$ cat src/rtl/sisr_pkg.sv
package sisr_pkg;
    localparam int unsigned SRC_COUNT = 8;

    typedef enum logic {
        BIT_IDLE = 1'b0,
        BIT_PEND = 1'b1
    } bit_state_e;
endpackage

$ cat src/rtl/sisr_event_gen.sv
module sisr_event_gen #(
    parameter int unsigned NBITS = sisr_pkg::SRC_COUNT
) (
    input  logic             clk,
    input  logic             rst_n,
    input  logic [NBITS-1:0] src_i,
    input  logic             level_mode_i,
    output logic [NBITS-1:0] hit_o
);
    logic [NBITS-1:0] src_q;

    // registered copy of the sources for rising-edge detection
    always_ff @(posedge clk or negedge rst_n) begin
        if (!rst_n) begin
            src_q <= '0;
        end else begin
            src_q <= src_i;
        end
    end

    always_comb begin
        if (level_mode_i) begin
            hit_o = src_i;
        end else begin
            hit_o = src_i & ~src_q;
        end
    end
endmodule

$ cat src/rtl/sisr_bit_cell.sv
module sisr_bit_cell
    import sisr_pkg::*;
(
    input  logic clk,
    input  logic rst_n,
    input  logic hit_i,
    input  logic en_i,
    input  logic rd_i,
    output logic flag_o,
    output logic flag_next_o
);
    bit_state_e state_q;
    bit_state_e state_d;

    // state register
    always_ff @(posedge clk or negedge rst_n) begin
        if (!rst_n) begin
            state_q <= BIT_IDLE;
        end else begin
            state_q <= state_d;
        end
    end

    // transitions: CAPTURE, MASK_OFF, READ_CLEAR (READ_HOLD stays in PEND)
    always_comb begin
        state_d = state_q;
        unique case (state_q)
            BIT_IDLE: begin
                if (en_i && hit_i) begin
                    state_d = BIT_PEND;
                end
            end
            BIT_PEND: begin
                if (!en_i) begin
                    state_d = BIT_IDLE;
                end else if (rd_i && !hit_i) begin
                    state_d = BIT_IDLE;
                end
            end
            default: state_d = BIT_IDLE;
        endcase
    end

    // outputs
    always_comb begin
        flag_o      = (state_q == BIT_PEND);
        flag_next_o = (state_d == BIT_PEND);
    end
endmodule

$ cat src/rtl/sisr_irq_gen.sv
module sisr_irq_gen #(
    parameter int unsigned NBITS = sisr_pkg::SRC_COUNT
) (
    input  logic             clk,
    input  logic             rst_n,
    input  logic [NBITS-1:0] flags_next_i,
    output logic             irq_o
);
    always_ff @(posedge clk or negedge rst_n) begin
        if (!rst_n) begin
            irq_o <= 1'b0;
        end else begin
            irq_o <= |flags_next_i;
        end
    end
endmodule

$ cat src/rtl/sticky_irq_status.sv
module sticky_irq_status #(
    parameter int unsigned NBITS = sisr_pkg::SRC_COUNT
) (
    input  logic             clk,
    input  logic             rst_n,
    input  logic [NBITS-1:0] src_i,
    input  logic [NBITS-1:0] mask_i,
    input  logic             level_mode_i,
    input  logic             rd_i,
    output logic [NBITS-1:0] rd_data_o,
    output logic             irq_o
);
    logic [NBITS-1:0] hit;
    logic [NBITS-1:0] flags;
    logic [NBITS-1:0] flags_next;

    sisr_event_gen #(.NBITS(NBITS)) u_evt (
        .clk          (clk),
        .rst_n        (rst_n),
        .src_i        (src_i),
        .level_mode_i (level_mode_i),
        .hit_o        (hit)
    );

    for (genvar g = 0; g < NBITS; g++) begin : g_bit
        sisr_bit_cell u_cell (
            .clk         (clk),
            .rst_n       (rst_n),
            .hit_i       (hit[g]),
            .en_i        (mask_i[g]),
            .rd_i        (rd_i),
            .flag_o      (flags[g]),
            .flag_next_o (flags_next[g])
        );
    end

    sisr_irq_gen #(.NBITS(NBITS)) u_irq (
        .clk          (clk),
        .rst_n        (rst_n),
        .flags_next_i (flags_next),
        .irq_o        (irq_o)
    );

    assign rd_data_o = flags;
endmodule

$ cat config.mk
export PLATFORM = sky130hd
export DESIGN_NAME = sticky_irq_status
export DESIGN_NICKNAME = d
export VERILOG_FILES = /design/src/rtl/sisr_pkg.sv /design/src/rtl/sisr_event_gen.sv /design/src/rtl/sisr_bit_cell.sv /design/src/rtl/sisr_irq_gen.sv /design/src/rtl/sticky_irq_status.sv
export SDC_FILE = /design/constraint.sdc
export NUM_CORES = 1
export LEC_CHECK = 0
export ABC_AREA = 1
export BUFFER_PORTS_ARGS = -buffer_cell sky130_fd_sc_hd__buf_2
export CORE_UTILIZATION = 35
export DETAILED_ROUTE_END_ITERATION = 7
export PLACE_DENSITY_LB_ADDON = 0.05
export SLEW_MARGIN = 40
export SYNTH_ARGS = -nofsm -noshare
export SYNTH_HDL_FRONTEND = slang
export SYNTH_SLANG_ARGS = --single-unit
$ cat constraint.sdc
create_clock -name clk -period 1 [get_ports clk]
set_input_delay 0.05 -clock clk [delete_from_list [all_inputs] [get_ports clk]]
set_output_delay 0.05 -clock clk [all_outputs]
set_load 0.01 [all_outputs]
==> results of run 1 <==
metal layers:
layer  routed length [um]  part of all wire, %  up-vias
met5                    0                    0        -
met4                    4                 0.29        0
met3                   56                  4.0        2
met2                  626                   45       16
met1                  695                   50      262
li1                     -                    -      311
cell type report:
class / instances / area (um2) / share of cell area, %
Inverter: 10 / 37.5 / 3.69
Sequential cell: 17 / 425 / 41.9
Tap cell: 25 / 31.3 / 3.08
Multi-Input combinational cell: 47 / 181 / 17.9
Clock buffer: 3 / 22.5 / 2.22
Clock inverter: 1 / 7.51 / 0.739
Timing Repair Buffer: 45 / 310 / 30.5
cell usage after synthesis (all sizes together):
library cell / number / share of area [%]
buf: 8 / 8.6
nor2: 2 / 1.1
dfrtp: 17 / 61
inv: 10 / 5.3
nand2: 45 / 24
metrics by stage:
step	worst slack (ps)	cells	utilization [%]	area, um2	power [mW]
after CTS	92.0	148	56.3	1010	1.36
after floorplan	186	82	-	702	0.865
after detailed placement	114	127	45.1	813	0.932
after global routing	5.48	148	56.4	1020	1.42
after global placement	106	127	45.1	813	0.928
final	96.3	148	56.4	1020	1.34
report_power, final:
| part | switching, mW | internal (mW) |
|---|---|---|
| Sequential | 0.0146 | 0.727 |
| Combinational | 0.109 | 0.116 |
| Clock | 0.224 | 0.152 |
cells by family after synthesis:
| group | synth area share, % |
|---|---|
| AND/OR/NAND/NOR | 25.5 |
| flip-flops | 60.6 |
| buffers and inverters | 13.9 |
registers in the layout, summed over array words and instances (netlist names):
register             cells
g_bit.u_cell.flag_o      8
u_evt.src_q              8
u_irq.irq_o              1
timing repair:
item | CTS | global route
endpoints found under the setup margin | 0 | 1
endpoints found under the hold margin | 33 | 0
gates resized for setup | 0 | 1
hold buffers | 17 | 0
path summary, 6_finish.rpt:
check / startpoint / to / slack, ps / cells past startpoint
worst max register to register: u_evt.src_q[5] / u_irq.irq_o / 120 / 7
worst min register to register: g_bit[7].u_cell.flag_o / g_bit[7].u_cell.flag_o / 580 / 4
worst min-delay path: rst_n / g_bit[5].u_cell.flag_o / 190 / 2
min in group clk: level_mode_i / g_bit[3].u_cell.flag_o / 210 / 7
max in group asynchronous: rst_n / g_bit[1].u_cell.flag_o / 530 / 2
worst max-delay path: src_i[1] / u_irq.irq_o / 100 / 8
==> flow_metrics.py, run 1 <==
metrics = {
    "run_status": {
        "outcome": "finished clean",
    },
    "setup_path": {
        "cp-end-kind": "register",
        "worstSetupStartpointType": "input port",
        "worstPathArrival_ps": 1100,
        "path_class": "input port to register",
        "cpPeakStageDelay_ps": 540,
        "critPathMostFrequentCell": "nand2_1",
        "path_buf_inv": 2,
        "cp_slowest_cell": "dlygate4sd3_1",
        "crit_fanout": 2,
        "crit_chain": "dlygate4sd3_1 > buf_2 > nand2_1 > nand2_1 > nand2_1 > nand2_1 > nor2_2 > nand2_1",
        "critical_path.top_delay_family": "buffers and inverters",
        "critPathRequiredTime_ps": 1200,
    },
    "floorplan": {
        "core_area_um2": 1800,
        "die_w_um": 46.8,
        "die_area_um2": 2190,
        "die-height_um": 46.8,
        "boundaryPins": 29,
        "start_util_pct": 39.0,
        "row_count": 15,
    },
    "synthesis": {
        "syn-num-nets": 102,
        "ys_ff_latch": 17,
        "yosysWarnings": 0,
        "syn_inst": 82,
        "yosysUniqueCellTypes": 7,
        "yosysSeqAreaShare_pct": 60.6,
        "synth_area_per_cell_um2": 8.56,
        "synth_area_um2": 702,
    },
    "finish": {
        "antenna_cells": 0,
        "fillers": 178,
        "final_common_cell": "nand2_1",
        "drive_above_1_share_pct": 28.5,
        "layout_common_cells": "44 x nand2_1, 28 x buf_2, 17 x dfrtp_1, 17 x dlygate4sd3_1, 9 x inv_1",
        "fin_nets": 144,
        "area_growth_pct": 44.7,
    },
    "clock_network": {
        "htreeDepth": 1,
        "cts_sinks": 17,
        "clkLatencyLatePin_ps": 290,
        "root_buffer": "clkbuf_4",
        "postCtsSetupBuffers": 0,
        "cts_buffer_depth": 2,
        "clk_pin_slew_ps": 110,
        "cts-buffers-inserted": 3,
        "cts_tree": "done",
    },
    "timing": {
        "rsz0062_at_grt": "no",
        "period_share_pct": 90.4,
        "setup_viol": 0,
        "worst_clock_skew_ps": 8.37,
        "slew_headroom_pct": 74.5,
        "whs_ps": 192,
        "setup_tns_ps": 0,
        "fmax_mhz": 1110,
        "period_minus_slack_ps": 904,
        "final_max_slew_viol_count": 0,
        "worstMarginPinSlew_ps": 383,
        "final_hold_viol_count": 0,
    },
    "global_routing": {
        "first_global_vias": 565,
        "use_met3_pct": 3.46,
        "grt_max_degree": 18,
        "grt_pass1_wl_um": 2190,
        "grt_usage_pct": 14.6,
        "grt_use_met1_pct": 18.7,
        "grt.overflow.total": 0,
        "antenna_found_initial": 0,
        "busiest_layer": "met2",
        "grtUsageMet2_pct": 24.2,
    },
    "routing": {
        "wl_um": 1380,
        "vias_per_cell": 3.99,
        "avgRoutedWirePerCell_um": 9.34,
        "final_antenna_net_count": 0,
        "num_vias": 591,
        "drtPass1Iterations": 1,
        "drc": 0,
        "drt_iter0_drc": 0,
    },
    "power_and_ir_drop": {
        "p_per_area_nw_per_um2": 1320,
        "leakage_nw": 0.609,
        "vdd_drop_max_uv": 860,
    },
    "place": {
        "place_congestion": 0.669,
        "portBuffers": 28,
        "dp.final_hpwl_um": 939,
    },
    "flow_run": {
        "drv_cap": 0,
    },
    "worst_hold_path": {
        "min_path_type": "input port to asynchronous set/reset pin",
    },
}
Note: power is estimated with default switching activity, not from simulation.
==> run 2: changes to the inputs <==
==> constraint.sdc (replaced) <==
create_clock -name clk -period 1 [get_ports clk]
set_input_delay 0.2 -clock clk [delete_from_list [all_inputs] [get_ports clk]]
set_output_delay 0.2 -clock clk [all_outputs]
set_load 0.005 [all_outputs]
==> run 2 against run 1 <==
Cell count down 11%. Critical endpoint is now rd_data_o[4]. First-iteration DRC count up 1. Fmax down 10%. Register-to-register slack worse by 40 ps. The flow now finishes with violations (negative setup slack).
==> flow_metrics.py, run 2 (synthesis gave the netlist of run 1 again) <==
metrics = {
    "floorplan": {
        "die_area_um2": 2190,
        "die-height_um": 46.8,
        "die_w_um": 46.8,
        "core_area_um2": 1800,
        "start_util_pct": 39.0,
        "row_count": 15,
        "boundaryPins": 29,
    },
    "timing": {
        "final_max_slew_viol_count": 0,
        "period_minus_slack_ps": 1010,
        "worst_clock_skew_ps": 5.14,
        "worstMarginPinSlew_ps": 378,
        "layout_setup_ws_ps": -5.98,
        "fmax_mhz": 994,
        "period_share_pct": 101,
        "setup_tns_ps": -5.98,
        "final_hold_viol_count": 0,
        "setup_viol": 1,
        "slew_headroom_pct": 74.8,
        "rsz0062_at_grt": "yes",
    },
    "routing": {
        "drc": 0,
        "vias_per_cell": 4.11,
        "drtPass1Iterations": 4,
        "avgRoutedWirePerCell_um": 10.0,
        "final_antenna_net_count": 0,
        "drt_iter0_drc": 1,
        "wl_um": 1330,
        "num_vias": 542,
    },
    "clock_network": {
        "cts-buffers-inserted": 3,
        "htreeDepth": 1,
        "root_buffer": "clkbuf_4",
        "clkLatencyLatePin_ps": 280,
        "postCtsSetupBuffers": 0,
        "cts_sinks": 17,
        "cts_buffer_depth": 2,
        "clk_pin_slew_ps": 100,
        "cts_tree": "done",
    },
    "finish": {
        "antenna_cells": 0,
        "drive_above_1_share_pct": 32.7,
        "layout_common_cells": "43 x nand2_1, 28 x buf_2, 17 x dfrtp_1",
        "fin_nets": 128,
        "final_common_cell": "nand2_1",
        "area_growth_pct": 21.6,
        "final_core_util_pct": 47.4,
    },
    "power_and_ir_drop": {
        "vdd_drop_max_uv": 739,
        "p_per_area_nw_per_um2": 1490,
        "p_clk_share_pct": 28.3,
        "p_switching_uw": 318,
        "seq_power_share_pct": 58.5,
        "power_switching_share_pct": 25.1,
        "p_comb_share_pct": 13.2,
        "p_int_uw": 950,
        "leakage_nw": 0.547,
    },
    "setup_path": {
        "worstPathArrival_ps": 810,
        "cp-end-kind": "primary output",
        "crit_fanout": 2,
        "path_class": "register to primary output",
        "cpPeakStageDelay_ps": 390,
        "crit_chain": "buf_2",
        "critical_path.top_delay_family": "flip-flops",
        "critPathRequiredTime_ps": 800,
        "path_buf_inv": 1,
        "cp_slowest_cell": "dfrtp_1",
        "worstSetupStartpointType": "register",
    },
    "global_routing": {
        "first_global_vias": 491,
        "grt.overflow.total": 0,
        "antenna_found_initial": 0,
        "grt_pass1_wl_um": 2060,
        "grt_max_degree": 18,
        "grt_usage_pct": 14.2,
    },
    "run_status": {
        "outcome": "finished, violations left",
        "violations": "negative setup slack",
    },
    "place": {
        "portBuffers": 28,
        "dp.final_hpwl_um": 1010,
        "place_congestion": 0.713,
    },
    "flow_run": {
        "drv_cap": 0,
    },
    "worst_hold_path": {
        "min_path_type": "input port to register",
    },
}
-- run 2: cell count changes in the layout (fill, tap and decap cells not counted), sizes merged --
| cell | before | now |
|---|---|---|
| clkinvlp | 1 | 0 |
| clkinv | 0 | 1 |
| dlygate4sd3 | 17 | 1 |
-- run 2: final cells by class --
type | instances | area (um2)
Clock inverter | 1 | 5.00
Tap cell | 25 | 31.3
Timing Repair Buffer | 29 | 150
Sequential cell | 17 | 425
Inverter | 10 | 37.5
Fill cell | 206 | 948
Multi-Input combinational cell | 47 | 181
Clock buffer | 3 | 22.5
-- run 2: per-layer routing --
layer  vias to the layer above  wire, um  global-route usage [%]  part of all wire [%]
met5                         -         0                       0                     0
met4                         0        12                    8.57                  0.91
met3                         2        59                    2.31                   4.5
met2                        16       628                    23.3                    47
met1                       244       625                    17.5                    47
li1                        280         -                       -                     -
-- run 2: power groups by stage --
stage               Sequential, mW  Clock, mW  Combinational [mW]
floorplan                    0.754          0               0.100
global placement             0.755          0               0.166
detailed placement           0.757          0               0.167
CTS                          0.743      0.372               0.171
global route                 0.748      0.393               0.195
finish                       0.742      0.358               0.167
-- run 2: through the flow --
| step | cell area, um2 | instances | setup WS (ps) | hold WS (ps) | total power [mW] |
|---|---|---|---|---|---|
| 2_1_floorplan | 702 | 82 | 186 | -95.6 | 0.855 |
| 3_3_place_gp | 813 | 127 | -48.5 | 150 | 0.921 |
| 3_5_place_dp | 813 | 127 | -37.4 | 144 | 0.924 |
| 4_1_cts | 851 | 132 | -24.5 | 19.0 | 1.29 |
| 5_1_grt | 853 | 132 | -53.6 | 14.4 | 1.34 |
| 6_report | 853 | 132 | -5.98 | 29.1 | 1.27 |
-- run 2: what timing repair did --
action                                 4_1_cts  5_1_grt
endpoints found under the hold margin       17        0
setup endpoints to repair                    7       10
hold buffers                                 1        0
gates resized for setup                      0        1
-- run 2: path summary, 6_finish.rpt --
path | startpoint | slack, ps | endpoint | cells after the start
worst max-delay path | g_bit[4].u_cell.flag_o | -6 | rd_data_o[4] | 1
worst min-delay path | src_i[6] | 30 | u_evt.src_q[6] | 1
worst max register to register | g_bit[7].u_cell.flag_o | 80 | u_irq.irq_o | 6
worst min register to register | g_bit[6].u_cell.flag_o | 590 | g_bit[6].u_cell.flag_o | 4
max in group asynchronous | rst_n | 370 | g_bit[1].u_cell.flag_o | 2
min in group asynchronous | rst_n | 360 | g_bit[4].u_cell.flag_o | 2
==> run 3: changes to the inputs <==
--- a/config.mk
+++ b/config.mk
@@ -8,6 +8,7 @@
 export ABC_AREA = 1
 export BUFFER_PORTS_ARGS = -buffer_cell sky130_fd_sc_hd__buf_2
 export CORE_UTILIZATION = 35
+export CTS_BUF_LIST = sky130_fd_sc_hd__clkbuf_4 sky130_fd_sc_hd__clkbuf_8
 export DETAILED_ROUTE_END_ITERATION = 7
 export PLACE_DENSITY_LB_ADDON = 0.05
 export SLEW_MARGIN = 40
==> constraint.sdc (replaced) <==
create_clock -name clk -period 1 [get_ports clk]
set_input_delay 0.15 -clock clk [delete_from_list [all_inputs] [get_ports clk]]
set_output_delay 0.15 -clock clk [all_outputs]
set_load 0.05 [all_outputs]
==> run 3 against run 2 <==
The run still ends with negative setup slack left. Global-route usage is 1.6 points higher. Clock-buffer cell count stayed put. Critical path depth stayed put. Critical path type unchanged. Flip-flop and latch count stayed put. Via count is 5.5% higher. Hold slack better by 38 ps. Worst setup slack better by 2.2 ps. Design area is 16% higher. Die area stayed put. Largest cell class unchanged.
==> flow_metrics.py, run 3 (synthesis gave the netlist of run 1 again) <==
metrics = {
    "run_status": {
        "outcome": "finished, violations left",
        "violations": "negative setup slack",
    },
    "routing": {
        "drt_iter0_drc": 2,
        "avgRoutedWirePerCell_um": 10.4,
        "drtPass1Iterations": 4,
        "vias_per_cell": 4.09,
        "drc": 0,
        "final_antenna_net_count": 0,
        "wl_um": 1450,
        "num_vias": 572,
    },
    "place": {
        "portBuffers": 28,
        "post_dp_cell_area_um2": 813,
        "dp_slack_ps": 12.6,
        "dp.final_hpwl_um": 1010,
        "place_congestion": 0.713,
        "dp.cells": 127,
    },
    "clock_network": {
        "cts_buffer_depth": 2,
        "cts-buffers-inserted": 3,
        "cts_tree": "done",
        "root_buffer": "clkbuf_4",
        "clkLatencyLatePin_ps": 280,
        "htreeDepth": 1,
        "clk_pin_slew_ps": 100,
        "cts_sinks": 17,
    },
    "finish": {
        "final_common_cell": "nand2_1",
        "postLayoutCellArea_um2": 990,
        "fin_nets": 136,
        "instances_no_fill": 140,
        "multi_input_area_um2": 181,
        "final_core_util_pct": 54.9,
        "regArea_um2": 425,
        "fillers": 196,
        "antenna_cells": 0,
        "layout_common_cells": "43 x nand2_1, 19 x buf_2, 17 x dfrtp_1",
        "area_growth_pct": 41.0,
        "drive_above_1_share_pct": 30.4,
    },
    "setup_path": {
        "cp-end-kind": "primary output",
        "worstSetupStartpointType": "register",
        "crit_chain": "buf_6",
        "cp_slowest_cell": "dfrtp_1",
        "path_buf_inv": 1,
        "crit_fanout": 2,
        "critPathRequiredTime_ps": 850,
        "critical_path.top_delay_family": "flip-flops",
        "path_class": "register to primary output",
        "worstPathArrival_ps": 850,
        "cpPeakStageDelay_ps": 410,
    },
    "timing": {
        "final_max_slew_viol_count": 0,
        "slew_headroom_pct": 74.7,
        "worst_clock_skew_ps": 5.92,
        "layout_setup_ws_ps": -3.74,
        "whs_ps": 67.1,
        "period_minus_slack_ps": 1000,
        "rsz0062_at_grt": "yes",
        "worstMarginPinSlew_ps": 379,
        "fmax_mhz": 996,
        "period_share_pct": 100,
        "setup_viol": 3,
        "final_hold_viol_count": 0,
    },
    "power_and_ir_drop": {
        "leakage_nw": 0.593,
        "p_per_area_nw_per_um2": 1430,
        "vdd_drop_max_uv": 759,
    },
    "global_routing": {
        "antenna_found_initial": 0,
        "grt_pass1_wl_um": 2330,
        "grt.overflow.total": 0,
        "grt_usage_pct": 15.8,
        "grt_max_degree": 18,
        "first_global_vias": 588,
    },
    "floorplan": {
        "start_util_pct": 39.0,
        "boundaryPins": 29,
        "row_count": 15,
        "die_w_um": 46.8,
        "die_area_um2": 2190,
        "die-height_um": 46.8,
        "core_area_um2": 1800,
    },
    "worst_hold_path": {
        "min_path_type": "input port to register",
    },
    "flow_run": {
        "drv_cap": 0,
    },
}
run 3: final timing paths:
check	start	endpoint	slack, ps	cells after the start
worst max-delay path	g_bit[4].u_cell.flag_o	rd_data_o[4]	-4	1
worst min-delay path	mask_i[6]	g_bit[6].u_cell.flag_o	70	3
worst max register to register	g_bit[1].u_cell.flag_o	u_irq.irq_o	70	6
worst min register to register	u_evt.src_q[3]	g_bit[3].u_cell.flag_o	600	5
max in group asynchronous	rst_n	g_bit[1].u_cell.flag_o	420	2
min in group asynchronous	rst_n	g_bit[4].u_cell.flag_o	310	2
run 3: what timing repair did:
action | 4_1_cts | 5_1_grt
hold endpoints to repair | 25 | 0
pin swaps | 0 | 1
setup buffers | 0 | 0
gates resized for setup | 17 | 2
hold buffers | 9 | 0
setup endpoints to repair | 9 | 10
run 3: worst reg2reg max path, cell delays in order, from the launching register on:
cell     delay [ps]
dfrtp_1         410
nand2_1          80
nand2_1          60
nand2_1          70
nand2_1          50
nor2_1          110
nand2_1          60
run 3: power by group:
group	switching, mW	internal (mW)	leakage (nW)	total (mW)
clock	0.209	0.148	0.0177	0.357
sequential	0.0212	0.728	0.207	0.749
combinational	0.184	0.125	0.369	0.310
total	0.414	1.00	0.593	1.42
run 3: through the flow:
step	power, mW	setup TNS [ps]
floorplan	0.943	0
finish	1.42	-7.15
CTS	1.43	-51.2
global route	1.49	-265
detailed placement	1.01	0
global placement	1.01	0
run 3: layer usage:
layer	GRT usage, %	routed length (um)	up-vias	share of wire [%]
li1	-	-	294	-
met1	18.5	659	260	45
met2	27.8	724	16	50
met3	2.31	57	2	3.9
met4	8.57	12	0	0.83
met5	0	0	-	0
run 3: final cells by class:
| type | count | area share [%] |
|---|---|---|
| clock buffers | 3 | 2.28 |
| clock inverters | 1 | 0.506 |
| inverters | 10 | 3.79 |
| multi-input cells | 47 | 18.3 |
| flip-flops and latches | 17 | 43.0 |
| well taps | 25 | 3.16 |
| repair buffers | 37 | 29.0 |
